<file path="src/rtl/ssd_pkg.sv">
package ssd_pkg;

    // One sample of the asynchronous strobe and data levels.
    typedef struct packed {
        logic shift_lvl;
        logic latch_lvl;
        logic dat;
    } ssd_sample_t;

endpackage

</file>
<file path="src/rtl/ssd_rst_sync.sv">
module ssd_rst_sync #(
    parameter int STAGES = 3
) (
    input  logic clk,
    input  logic rst_n,
    output logic run
);
    typedef struct packed {
        logic [STAGES-1:0] chain;
    } rs_state_t;

    rs_state_t st_d, st_q;

    always_comb begin
        st_d       = st_q;
        st_d.chain = {st_q.chain[STAGES-2:0], 1'b1};
    end

    always_ff @(posedge clk or negedge rst_n) begin
        if (!rst_n) st_q <= '0;
        else        st_q <= st_d;
    end

    assign run = st_q.chain[STAGES-1];

    // the run flag never rises in the first cycle after reset release
    p_late_run_r7: assert property (@(posedge clk) disable iff (!rst_n)
        $rose(run) |-> $past(st_q.chain[STAGES-2]));
endmodule

</file>
<file path="src/rtl/ssd_input_sync.sv">
module ssd_input_sync #(
    parameter int STAGES = 2
) (
    input  logic clk,
    input  logic rst_n,
    input  logic run,
    input  logic shift_lvl,
    input  logic latch_lvl,
    input  logic dat_in,
    output logic shift_stb,
    output logic latch_stb,
    output logic dat_out
);
    import ssd_pkg::*;

    localparam int LAST = STAGES - 1;

    typedef struct packed {
        ssd_sample_t [STAGES-1:0] pipe;
        logic                     shift_prev;
        logic                     latch_prev;
    } is_state_t;

    is_state_t st_d, st_q;

    always_comb begin
        st_d                   = st_q;
        st_d.pipe[0].shift_lvl = shift_lvl;
        st_d.pipe[0].latch_lvl = latch_lvl;
        st_d.pipe[0].dat       = dat_in;
        for (int i = 1; i < STAGES; i++) begin
            st_d.pipe[i] = st_q.pipe[i-1];
        end
        st_d.shift_prev = st_q.pipe[LAST].shift_lvl;
        st_d.latch_prev = st_q.pipe[LAST].latch_lvl;
    end

    always_ff @(posedge clk or negedge rst_n) begin
        if (!rst_n) st_q <= '0;
        else        st_q <= st_d;
    end

    assign shift_stb = run & st_q.pipe[LAST].shift_lvl & ~st_q.shift_prev;
    assign latch_stb = run & st_q.pipe[LAST].latch_lvl & ~st_q.latch_prev;
    assign dat_out   = st_q.pipe[LAST].dat;

    // one strobe edge produces a single-cycle step
    p_one_step_r1: assert property (@(posedge clk) disable iff (!rst_n)
        shift_stb |=> !shift_stb);
    // one latch edge produces a single-cycle load
    p_one_load_r3: assert property (@(posedge clk) disable iff (!rst_n)
        latch_stb |=> !latch_stb);
endmodule

</file>
<file path="src/rtl/ssd_shift_chain.sv">
module ssd_shift_chain #(
    parameter int WIDTH = 16
) (
    input  logic             clk,
    input  logic             rst_n,
    input  logic             step,
    input  logic             din,
    output logic [WIDTH-1:0] bits
);
    typedef struct packed {
        logic [WIDTH-1:0] stage;
    } sc_state_t;

    sc_state_t st_d, st_q;

    always_comb begin
        st_d = st_q;
        if (step) begin
            st_d.stage = {st_q.stage[WIDTH-2:0], ~din};
        end
    end

    always_ff @(posedge clk or negedge rst_n) begin
        if (!rst_n) st_q <= '1;
        else        st_q <= st_d;
    end

    assign bits = st_q.stage;

    // a step moves every stage up one place and inverts the new bit
    p_shift_r1: assert property (@(posedge clk) disable iff (!rst_n)
        step |=> (bits == {$past(bits[WIDTH-2:0]), ~$past(din)}));
    // with no step the chain holds
    p_hold_chain_r1: assert property (@(posedge clk) disable iff (!rst_n)
        !step |=> $stable(bits));
endmodule

</file>
<file path="src/rtl/ssd_hold.sv">
module ssd_hold #(
    parameter int WIDTH = 16
) (
    input  logic             clk,
    input  logic             rst_n,
    input  logic             load,
    input  logic [WIDTH-1:0] src,
    output logic [WIDTH-1:0] held
);
    typedef struct packed {
        logic [WIDTH-1:0] word;
    } hd_state_t;

    hd_state_t st_d, st_q;

    always_comb begin
        st_d = st_q;
        if (load) begin
            st_d.word = src;
        end
    end

    always_ff @(posedge clk or negedge rst_n) begin
        if (!rst_n) st_q <= '1;
        else        st_q <= st_d;
    end

    assign held = st_q.word;

    // without a load the held word does not move
    p_keep_r3: assert property (@(posedge clk) disable iff (!rst_n)
        !load |=> $stable(held));
    // a load captures the chain as it stood
    p_take_r3: assert property (@(posedge clk) disable iff (!rst_n)
        load |=> (held == $past(src)));
endmodule

</file>
<file path="src/rtl/serial_sink_driver.sv">
module serial_sink_driver #(
    parameter int WIDTH       = 16,
    parameter int SYNC_STAGES = 2
) (
    input  logic             clk,
    input  logic             rst_n,
    input  logic             ser_in,
    input  logic             shift_clk,
    input  logic             latch_clk,
    input  logic             out_disable,
    output logic [WIDTH-1:0] sink_en,
    output logic [WIDTH-1:0] sink_val,
    output logic             cascade_out
);
    // The reset chain is one longer than the strobe path, so the strobe
    // path is full before any edge can be taken.
    localparam int RST_STAGES = SYNC_STAGES + 1;

    logic             run;
    logic             shift_stb;
    logic             latch_stb;
    logic             dat_s;
    logic [WIDTH-1:0] chain_bits;
    logic [WIDTH-1:0] held_bits;

    ssd_rst_sync #(.STAGES(RST_STAGES)) i_rst_sync (
        .clk   (clk),
        .rst_n (rst_n),
        .run   (run)
    );

    ssd_input_sync #(.STAGES(SYNC_STAGES)) i_input_sync (
        .clk       (clk),
        .rst_n     (rst_n),
        .run       (run),
        .shift_lvl (shift_clk),
        .latch_lvl (latch_clk),
        .dat_in    (ser_in),
        .shift_stb (shift_stb),
        .latch_stb (latch_stb),
        .dat_out   (dat_s)
    );

    ssd_shift_chain #(.WIDTH(WIDTH)) i_chain (
        .clk   (clk),
        .rst_n (rst_n),
        .step  (shift_stb),
        .din   (dat_s),
        .bits  (chain_bits)
    );

    ssd_hold #(.WIDTH(WIDTH)) i_hold (
        .clk   (clk),
        .rst_n (rst_n),
        .load  (latch_stb),
        .src   (chain_bits),
        .held  (held_bits)
    );

    // Pad control: pull low for a held 0, unless the pads are disabled.
    always_comb begin
        for (int i = 0; i < WIDTH; i++) begin
            sink_en[i]  = ~held_bits[i] & ~out_disable;
            sink_val[i] = 1'b0;
        end
    end

    assign cascade_out = ~chain_bits[WIDTH-1];

    // after a step the cascade shows the inverse of the old next-to-last stage
    p_cascade_r2: assert property (@(posedge clk) disable iff (!rst_n)
        shift_stb |=> (cascade_out == ~$past(chain_bits[WIDTH-2])));
    // reset leaves every pad released and the cascade low
    p_reset_r5: assert property (@(posedge clk)
        !rst_n |-> ((sink_en == '0) && !cascade_out));
    // disable releases every pad
    p_disable_r6: assert property (@(posedge clk) disable iff (!rst_n)
        out_disable |-> (sink_en == '0));
    // no strobe is taken in the cycle reset leaves
    p_no_early_step_r7: assert property (@(posedge clk) disable iff (!rst_n)
        !run |-> (!shift_stb && !latch_stb));
endmodule

</file>
<file path="config.mk">
export PLATFORM = sky130hd
export DESIGN_NAME = serial_sink_driver
export DESIGN_NICKNAME = d
export VERILOG_FILES = /design/src/rtl/ssd_pkg.sv /design/src/rtl/ssd_rst_sync.sv /design/src/rtl/ssd_input_sync.sv /design/src/rtl/ssd_shift_chain.sv /design/src/rtl/ssd_hold.sv /design/src/rtl/serial_sink_driver.sv
export SDC_FILE = /design/constraint.sdc
export NUM_CORES = 1
export LEC_CHECK = 0
export BUFFER_PORTS_ARGS = -buffer_cell sky130_fd_sc_hd__buf_2
export CAP_MARGIN = 20
export CORE_MARGIN = 3
export CORE_UTILIZATION = 53
export DETAILED_ROUTE_END_ITERATION = 8
export GPL_TIMING_DRIVEN = 1
export PLACE_DENSITY = 0.85
export SYNTH_ARGS = -nofsm -noshare
export SYNTH_HDL_FRONTEND = slang
export SYNTH_HIERARCHICAL = 1
export SYNTH_SLANG_ARGS = --single-unit
export TNS_END_PERCENT = 30
</file>
<file path="constraint.sdc">
create_clock -name clk -period 1.6 [get_ports clk]
set_input_delay 0.32 -clock clk [delete_from_list [all_inputs] [get_ports clk]]
set_output_delay 0.32 -clock clk [all_outputs]
set_load 0.1 [all_outputs]
</file>
### After elaboration in Yosys (flattened, before gate mapping)

Cells that the tools add are included.

| storage, ports and cells | value |
|---|---|
| register bits after elaboration | 43 |
| output and inout port bits | 33 |

| cells by class | value |
|---|---|
| bitwise gates (word level) | 41 |

Operators by type and width:

| operator | count |
|---|---|
| $not A1 Y1 | 21 |
| $and A1 B1 Y1 | 20 |

### Longest topological paths before layout

| depth | value |
|---|---|
| depth after elaboration | 2 |
| depth in mapped cells | 4 |

### Modules after synthesis

The synthesis kept the hierarchy.

By module, submodules not included:

| module | cells an instance | area an instance (um^2) | times used |
|---|---|---|---|
| ssd_hold | 34 | 669.4 | 1 |
| ssd_shift_chain | 35 | 668.1 | 1 |
| serial_sink_driver | 36 | 221.5 | 1 |
| ssd_input_sync | 10 | 217.7 | 1 |
| ssd_rst_sync | 4 | 78.8 | 1 |

### Worst setup path before layout

No wires, ideal clock.

| path | value |
|---|---|
| path kind | input to output |
| start | in out_disable |
| end | out sink_en[0] |
| stages on the path | 3 |
| setup slack | -0.545 ns |
| data arrival time | 1.825 ns |
| data required time | 1.280 ns |
| cells stage by stage | buf_6 -> buf_8 -> nor2_1 |

| between the ends | value |
|---|---|
| longest elaborated chain between the ends | 2 |

RTL lines:

| what | RTL line | source |
|---|---|---|
| start, declared | serial_sink_driver.sv:10 | `input logic out_disable,` |
| $not A1 Y1 | serial_sink_driver.sv:63 | `sink_en[i] = ~held_bits[i] & ~out_disable;` |
| $and A1 B1 Y1 | serial_sink_driver.sv:63 |  |
| end, declared | serial_sink_driver.sv:11 | `output logic [WIDTH-1:0] sink_en,` |

Every way passes these cells.

### Worst setup path in the final report

| path | value |
|---|---|
| start | reg i_chain.st_q (netlist bit i_chain/bits[15]) |
| end | out cascade_out |

| between the ends | value |
|---|---|
| longest elaborated chain between the ends | 1 |

RTL lines:

| what | RTL line | source |
|---|---|---|
| start, declared | ssd_shift_chain.sv:14 | `sc_state_t st_d, st_q;` |
| start signal, assigned | ssd_shift_chain.sv:25 | `else st_q <= st_d;` |
| $not A1 Y1 | serial_sink_driver.sv:68 | `assign cascade_out = ~chain_bits[WIDTH-1];` |
| end, declared | serial_sink_driver.sv:13 | `output logic cascade_out` |

Every way passes these cells.

==> summary.txt <==
Outcome
  – Status: finished clean

STA
  – Final clock skew: 10.3 ps
  – Headroom to the max-slew limit: 0.658
  – Final slew viol count: 0
  – Worst-Margin Slew: 513 ps
  – Total negative slack: 0 ps
  – Crit path time final: 1530 ps
  – F_max: 654 MHz
  – Post-route clock period utilization: 0.955
  – RSZ-0062 raised after global routing: false
  – Final setup violating endpoints: 0
  – Final hold vios: 0
  – Worst Hold Margin: 28.4 ps

Cells and area
  – Final non-filler cell total: 191
  – Layout cells sized above 1: 0.735
  – Nets: 152
  – Antenna Cells: 0
  – Util after Layout: 0.701
  – Area Growth Syn to Fin: 21.0%

Global routing
  – Largest net degree at the start of global routing: 44
  – Number of global-route vias before repair: 963
  – First-pass GRT wire length: 4700 um
  – Initial antenna violation count: 0
  – Tot GR Track Use: 0.155
  – Total grt overflow: 0

Clock network
  – Clock latency on the worst-skew pair: 350 ps
  – Total CTS buffers: 5
  – Clock Sink Count: 43
  – Postcts setup bufs: 0
  – Cts hold-fix bufs: 0
  – Clock slew at reported path FFs: 110 ps
  – CTS root buf: clkbuf_4
  – Htree depth: 2
  – CTS tree: built
  – CTS resizes: 0
  – CTS max path bufs: 2

Place
  – GPL Wtd Cong: 0.705
  – Detailed-placement wirelength estimate: 2020 um
  – I/O Buffers: 22
  – Placed cells: 183

Run
  – Max Cap Violations: 0

Route
  – Vias per cell: 4.71
  – Routed WL: 2770 um
  – WL per Instance: 14.5 um
  – Vias: 899
  – Number of routed nets with antenna violations: 0
  – Drt initial violations: 30
  – Drt drc: 0
  – Drt first pass iters: 4

Critical path
  – Crit path capture type: output port
  – WS Path Type: reg2out
  – Crit path DAT: 1210 ps
  – CP startpoint: i_chain/bits[15]
  – Critical Path RT: 1280 ps
  – Crit path launch type: flop
  – Reg2reg start: i_input_sync/st_q[1]
  – Critical path fanouts, max: 3

Yosys
  – Synthesized area per cell: 15.6 sq um
  – Synth area leader: dfstp_2
  – Synth top area share: 0.453
  – Synth area leaders: dfstp_2 (45%), mux2_4 (15%), dfrtp_1 (15%), mux2_2 (7.3%), buf_4 (6.5%)
  – Flops & latches, synth: 43
  – Synth warn: 6
  – Synthesized instance count: 119
  – Cell variety after synth: 14
  – Synthesized cell area: 1860 sq um
  – Seq/Total Area, Yosys: 0.601

Floorplan
  – Die Span Y: 65.2 um
  – Initial Utilization: 0.579
  – Io pins: 39
  – Die ar.: 4250 sq um
  – CORE AREA: 3200 sq um
  – Die W: 65.2 um
  – Site row count: 20

Power
  – Leak: 0.989 nW
  – PD cells: 1470 nW/um^2
  – Max VDD drop: 0.786 mV
  – Total power: 0.00330 W

Worst hold path
  – Hold Crit Class: in2async
## cells in the final DEF (no fill, tap or decap)
cell      instances
dfstp_2          32
mux2_4           19
conb_1           17
buf_12           17
mux2_2           12
dfrtp_1          11
nor2_2            7
nor2_1            6
clkbuf_4          6
buf_2             5
buf_4             4
nor2_4            3
clkinv_2          3
inv_1             2
and3b_1           2
mux2i_1           1
## flip-flops by register name, summed over array words and instances (netlist names)
register / count
i_hold/held: 16
i_chain/bits: 16
i_input_sync/st_q: 2
i_input_sync/dat_out: 1
i_rst_sync/st_q: 3
i_input_sync/st_d: 5
## power by group
part           switching (W)  internal [W]  total, W
Combinational       0.000795      0.000468   0.00126
Clock               0.000327      0.000164  0.000491
Sequential          0.000138       0.00141   0.00155
Total                0.00126       0.00204   0.00330
## Yosys cell counts
master and count:
dfrtp_1 11, mux2_4 19, buf_4 16, dfstp_2 32, buf_8 1, buf_12 2, nor2_1 13, and3b_1 2
nor2_2 3, inv_1 2, buf_6 3, conb_1 2, mux2_2 12, mux2i_1 1
## metal layers
layer / routed length [um] / GRT usage / vias to the layer above
li1: - / - / 409
met1: 1130 / 0.186 / 457
met2: 1430 / 0.247 / 29
met3: 163 / 0.0650 / 4
met4: 41 / 0.0622 / 0
met5: 0 / 0 / -
## logic make-up (layout without fill, tap and decap cells)
logic type    after synthesis  in the layout  synth area share
flops                      43             43             0.601
mux                        32             32             0.232
buf+inv                    24             37             0.117
other cells                 2             17           0.00405
simple gates               18             18            0.0459
## critical path, stage by stage, from the launching register on
cell      delay [ps]
dfstp_2          550
inv_1             40
clkbuf_4         270
## metrics by stage
stage | cell area [sq um] | setup WS (ps)
detailed placement | 2190 | 214
global route | 2250 | 1.55
finish | 2250 | 72.0
CTS | 2240 | 30.2
global placement | 2190 | 247
floorplan | 1940 | -418
## final cells by class
class                      instances  area [sq um]
timing repair buffer              27           403
fill                             236           957
sequential                        43          1120
multi-input combinational         67           612
tap                               44          55.1
clock inverter                     3          15.0
inverter                           2          7.51
clock buffer                       5          37.5
## final timing paths
check / end / slack (ps) / cells after the start
worst max-delay path: cascade_out / 70 / 2
worst min-delay path: i_input_sync/st_q[1] / 30 / 2
worst max register to register: i_chain/bits[9] / 250 / 3
worst min register to register: i_rst_sync/st_q[1] / 360 / 0
max in group asynchronous: i_chain/bits[4] / 1210 / 2
min in group clk: i_input_sync/st_d[6] / 70 / 1
No activity file was read; power rests on OpenSTA's default activity.
